<file path="src/rtl/cfgwin_decoder.sv">
module cfgwin_decoder #(
  parameter int          ADDR_HI  = 35,
  parameter int          ALIGN_LO = 28,
  parameter logic [63:0] RST_VAL  = 64'h0000_0000_B000_0000
) (
  input  logic                clk,
  input  logic                rst_n,
  input  logic                wr_en,
  input  logic [7:0]          wr_be,
  input  logic [63:0]         wr_data,
  output logic [63:0]         rd_data,
  output logic                win_valid,
  output logic [63:0]         win_base,
  output logic [ALIGN_LO:0]   win_len
);
  localparam int          LEN_W    = ALIGN_LO + 1;
  localparam logic [63:0] MASK_BIG = ((64'd1 << (ADDR_HI + 1)) - 64'd1) & ~((64'd1 << ALIGN_LO) - 64'd1);
  localparam logic [63:0] MASK_MID = MASK_BIG | (64'd1 << (ALIGN_LO - 1));
  localparam logic [63:0] MASK_SML = MASK_MID | (64'd1 << (ALIGN_LO - 2));

  function automatic logic [63:0] size_mask(input logic [1:0] code);
    case (code)
      2'b01:   return MASK_MID;
      2'b10:   return MASK_SML;
      default: return MASK_BIG;
    endcase
  endfunction

  function automatic logic [LEN_W-1:0] size_bytes(input logic [1:0] code);
    case (code)
      2'b00:   return LEN_W'(1) << ALIGN_LO;
      2'b01:   return LEN_W'(1) << (ALIGN_LO - 1);
      2'b10:   return LEN_W'(1) << (ALIGN_LO - 2);
      default: return '0;
    endcase
  endfunction

  logic [63:0] cfg_q;
  logic [63:0] merged;
  logic        wr_hit;

  assign wr_hit  = wr_en && (wr_be != 8'h00);
  assign rd_data = cfg_q;

  always_comb begin
    merged = cfg_q;
    for (int i = 0; i < 8; i++)
      if (wr_be[i]) merged[8*i +: 8] = wr_data[8*i +: 8];
  end

  always_ff @(posedge clk) begin
    if (!rst_n) begin
      cfg_q     <= RST_VAL;
      win_valid <= RST_VAL[0] && (RST_VAL[2:1] != 2'b11);
      win_base  <= RST_VAL & size_mask(RST_VAL[2:1]);
      win_len   <= size_bytes(RST_VAL[2:1]);
    end else if (wr_hit) begin
      cfg_q     <= merged;
      win_valid <= merged[0] && (merged[2:1] != 2'b11);
      win_base  <= merged & size_mask(merged[2:1]);
      win_len   <= size_bytes(merged[2:1]);
    end
  end

  p_valid_needs_en_r3: assert property (@(posedge clk) disable iff (!rst_n)
    win_valid |-> rd_data[0]);

  p_base_in_band_r5: assert property (@(posedge clk) disable iff (!rst_n)
    (win_base & ~MASK_SML) == 64'd0);

  p_base_low_bits_r5: assert property (@(posedge clk) disable iff (!rst_n)
    (rd_data[2:1] == 2'b00) |-> (win_base[ALIGN_LO-1:ALIGN_LO-2] == 2'b00));

  p_reserved_shut_r6: assert property (@(posedge clk) disable iff (!rst_n)
    (rd_data[2:1] == 2'b11) |-> (!win_valid && win_len == '0));

  p_len_onehot_r4: assert property (@(posedge clk) disable iff (!rst_n)
    $onehot0(win_len));

  p_idle_holds_r7: assert property (@(posedge clk) disable iff (!rst_n)
    !(wr_en && wr_be != 8'h00) |=> ($stable(rd_data) && $stable(win_base) && $stable(win_valid)));

  p_write_lands_r2: assert property (@(posedge clk) disable iff (!rst_n)
    (wr_en && wr_be[0]) |=> (rd_data[7:0] == $past(wr_data[7:0])));
endmodule

</file>
<file path="config.mk">
export PLATFORM = sky130hd
export DESIGN_NAME = cfgwin_decoder
export DESIGN_NICKNAME = d
export VERILOG_FILES = /design/src/rtl/cfgwin_decoder.sv
export SDC_FILE = /design/constraint.sdc
export NUM_CORES = 1
export LEC_CHECK = 0
export BUFFER_PORTS_ARGS = -buffer_cell sky130_fd_sc_hd__buf_4
export CAP_MARGIN = 20
export CORE_ASPECT_RATIO = 0.7
export CORE_MARGIN = 4
export CORE_UTILIZATION = 42
export DETAILED_ROUTE_END_ITERATION = 8
export PLACE_DENSITY = 0.89
export SYNTH_ARGS = -nofsm -noshare
export SYNTH_HDL_FRONTEND = slang
export SYNTH_SLANG_ARGS = --single-unit
</file>
<file path="constraint.sdc">
create_clock -name clk -period 2.21 [get_ports clk]
set_input_delay 0.663 -clock clk [delete_from_list [all_inputs] [get_ports clk]]
set_output_delay 0.663 -clock clk [all_outputs]
set_load 0.005 [all_outputs]
</file>
==> impl_metrics.csv <==
group,metric,value,unit
sta,relSlewSlack,57.32,%
critical_path,crit_fanout,10,
floorplan,pin_count,233,
logic_synthesis,synthMostInstantiatedCell,"buf_4",
detailed_routing,firstDrtPassIters,4,
logic_synthesis,synthAdderAreaFrac,1.766,%
clocking,clkSinkCount,70,
place,hpwl,7.311,mm
logic_synthesis,synth_cell_types,18,
detailed_routing,drt_iter0_drc,137,
clocking,cts_max_level,3,
detailed_routing,wirelength,9.273,mm
outcome,status,"complete, no violations",
critical_path,critPathLaunchType,"input pin",
sta,setup_viol,0,
logic_synthesis,synthCells,419,
critical_path,path_cells,"buf_4 -> or4_4 -> o21ai_2 -> mux2i_1",
sta,final.min_clock_period,1.764,ns
sta,finalHoldViolations,0,
global_routing,first_global_vias,2970,
clocking,ctsHoldBuffers,0,
global_routing,antenna_found_initial,0,
sta,tightestPinTransition,0.6402,ns
logic_synthesis,synth_edf_count,0,
sta,rsz0062_at_grt,"no",
logic_synthesis,synthSimpleGateAreaFrac,18.79,%
logic_synthesis,async_reset_ff_share,0,%
sta,setup_tns,0,ns
logic_synthesis,yosys-top-cells-area,"dfxtp_1 40%, buf_4 19%, a21boi_0 12%, nand3_1 9.0%, nand2_1 8.9%",
global_routing,grt_pass1_wl,14.91,mm
sta,finClkSkew,0.006351,ns
cells_and_area,num-nets-final,631,
global_routing,grt_usage,18.03,%
cells_and_area,syn_to_final_growth,31.65,%
global_routing,grt_max_degree,81,
clocking,cts_resized,0,
cells_and_area,antennaDiodeCount,0,
critical_path,slowest_delay,0.59,ns
logic_synthesis,ys_warn_count,0,
cells_and_area,layout-drive-gt1-share,32.01,%
clocking,tritoncts,"yes",
global_routing,gr-total-overflow,0,
logic_synthesis,synth_xor_area_share,0,%
critical_path,crit_slowest_cell,"or4_4",
clocking,clock_path_buffers,2,
logic_synthesis,syn-cell-area,0.003542,mm2
sta,slew_violations,0,
logic_synthesis,synth_top_family_by_area,"buffers and inverters",
clocking,cts-root-buf,"clkbuf_16",
critical_path,endpoint_kind,"flip-flop",
sta,fmax,567.0,MHz
place,numPortBuffers,152,
power_and_ir_drop,powerDensity,714.0,mW/mm2
clocking,clkLatencyLatePin,0.32,ns
cells_and_area,fillCellCount,705,
detailed_routing,vias,3058,
floorplan,dieHeight,84.84,um
logic_synthesis,synthFlopType,"dfxtp_1",
critical_path,worstPathRequired,2.45,ns
floorplan,start_util,44.06,%
place,gp_congestion,0.8530,
logic_synthesis,ys_ff_latch,70,
logic_synthesis,yosys-top-cells-count,"89 x buf_4, 84 x nand2_1, 70 x dfxtp_1, 64 x nand3_1, 56 x a21boi_0",
floorplan,die_w,117.8,um
detailed_routing,drc_errors,0,
critical_path,worstSetupPathType,"input pin to flip-flop",
floorplan,coreArea,0.008040,mm2
logic_synthesis,avgSynthCellArea,8.454,um2
power_and_ir_drop,irDropWorstVdd,357.6,uV
detailed_routing,avgViaCountPerCell,4.654,
logic_synthesis,synth.largest_area_cell,"dfxtp_1",
sta,fin_hold_ws,0.4615,ns
logic_synthesis,ys_seq_area_share,39.56,%
clocking,cts_buffers,9,
logic_synthesis,synthMuxAreaShare,4.415,%
logic_synthesis,netlist.area_leader.share,39.56,%
clocking,postCtsSetupRepairBufs,0,
power_and_ir_drop,power.leakage,2.207,nW
clocking,clk_pin_slew_worst_paths,0.06,ns
run,cap_violations,0,
detailed_routing,wl_per_cell,14.11,um
detailed_routing,drtAntennaViolNets,0,
floorplan,row_count,27,
floorplan,die_area,0.009991,mm2
logic_synthesis,synth_compound_gate_area_share,12.75,%
critical_path,critPathArrivalTime,2.01,ns
worst_hold_path,hp-class,"flip-flop to flip-flop",
sta,fin_crit_sh,79.81,%
==> through the flow <==
stage	area [um2]	util (%)	worst slack [ns]	std cells	power, mW
6_report	4663	58.00	0.4462	657	3.329
3_3_place_gp	4347	54.06	0.1932	641	1.821
2_1_floorplan	3839	-	0.3141	498	1.701
3_5_place_dp	4347	54.06	0.1193	641	1.836
4_1_cts	4663	58.00	0.4579	657	3.361
5_1_grt	4663	58.00	0.3907	657	3.484
==> worst max-delay path: cells and delay by family <==
family                 cells  cell delay, ns
AO/OA/AOI/OAI              1            0.37
multiplexers               1            0.24
AND/OR/NAND/NOR            1            0.59
buffers and inverters      1            0.15
==> path summary, 6_finish.rpt <==
check                                from                        end  slack [ns]  cells after the start
setup reg to reg  rd_data[1]$_SDFFE_PN0P_  win_base[27]$_SDFFE_PN0P_        0.93                      5
setup / recovery                 wr_be[5]  win_base[26]$_SDFFE_PN0P_        0.45                      4
hold / removal    rd_data[6]$_SDFFE_PN0P_    rd_data[6]$_SDFFE_PN0P_        0.46                      2
hold reg to reg   rd_data[6]$_SDFFE_PN0P_    rd_data[6]$_SDFFE_PN0P_        0.46                      2
==> final cells by class <==
class	count	area [um2]	share of cell area (%)
inverters	3	11.26	0.2415
well taps	101	126.4	2.710
clock inverters	4	70.07	1.503
repair buffers	156	1171	25.11
multi-input cells	311	1637	35.10
clock buffers	12	246.5	5.286
flip-flops and latches	70	1401	30.05
==> flip-flops by register name, indices dropped and copies added, names as in the netlist <==
register,count
win_valid,1
win_len,3
rd_data,63
win_base,3
==> logic make-up (layout without fill, tap and decap cells) <==
kind of cell	after synthesis	after routing
buffers and inverters	117	175
adder cells (fa/ha/maj)	5	5
multiplexers	15	15
AND/OR/NAND/NOR	151	151
flip-flops	70	70
AO/OA/AOI/OAI	60	60
other	1	80
==> cell usage in the layout, fill, tap and decap left out, drive strengths merged <==
cell type	n
nand2	84
dfxtp	70
a21boi	56
nand3b	1
buf	156
ha	5
mux2i	10
bufinv	2
mux2	5
o21ai	1
nand3	64
o21a	1
clkinv	2
conb	80
or4	2
clkbuf	12
o211ai	2
inv	3
==> where the power goes <==
| part | leakage (nW) | internal [mW] | switching [mW] |
|---|---|---|---|
| sequential | 0.573 | 1.32 | 0.0368 |
| clock | 0.157 | 1.02 | 0.503 |
| combinational | 1.48 | 0.231 | 0.219 |
| total | 2.21 | 2.57 | 0.759 |
==> metal layers <==
layer / part of all wire, % / track usage, % / up-vias
met4: 1.2 / 4.468 / 0
met1: 40 / 20.79 / 1419
met3: 10 / 7.995 / 12
met5: 0 / 0 / -
li1: - / - / 1484
met2: 49 / 30.97 / 143
Note: power is estimated with default switching activity, not from simulation.
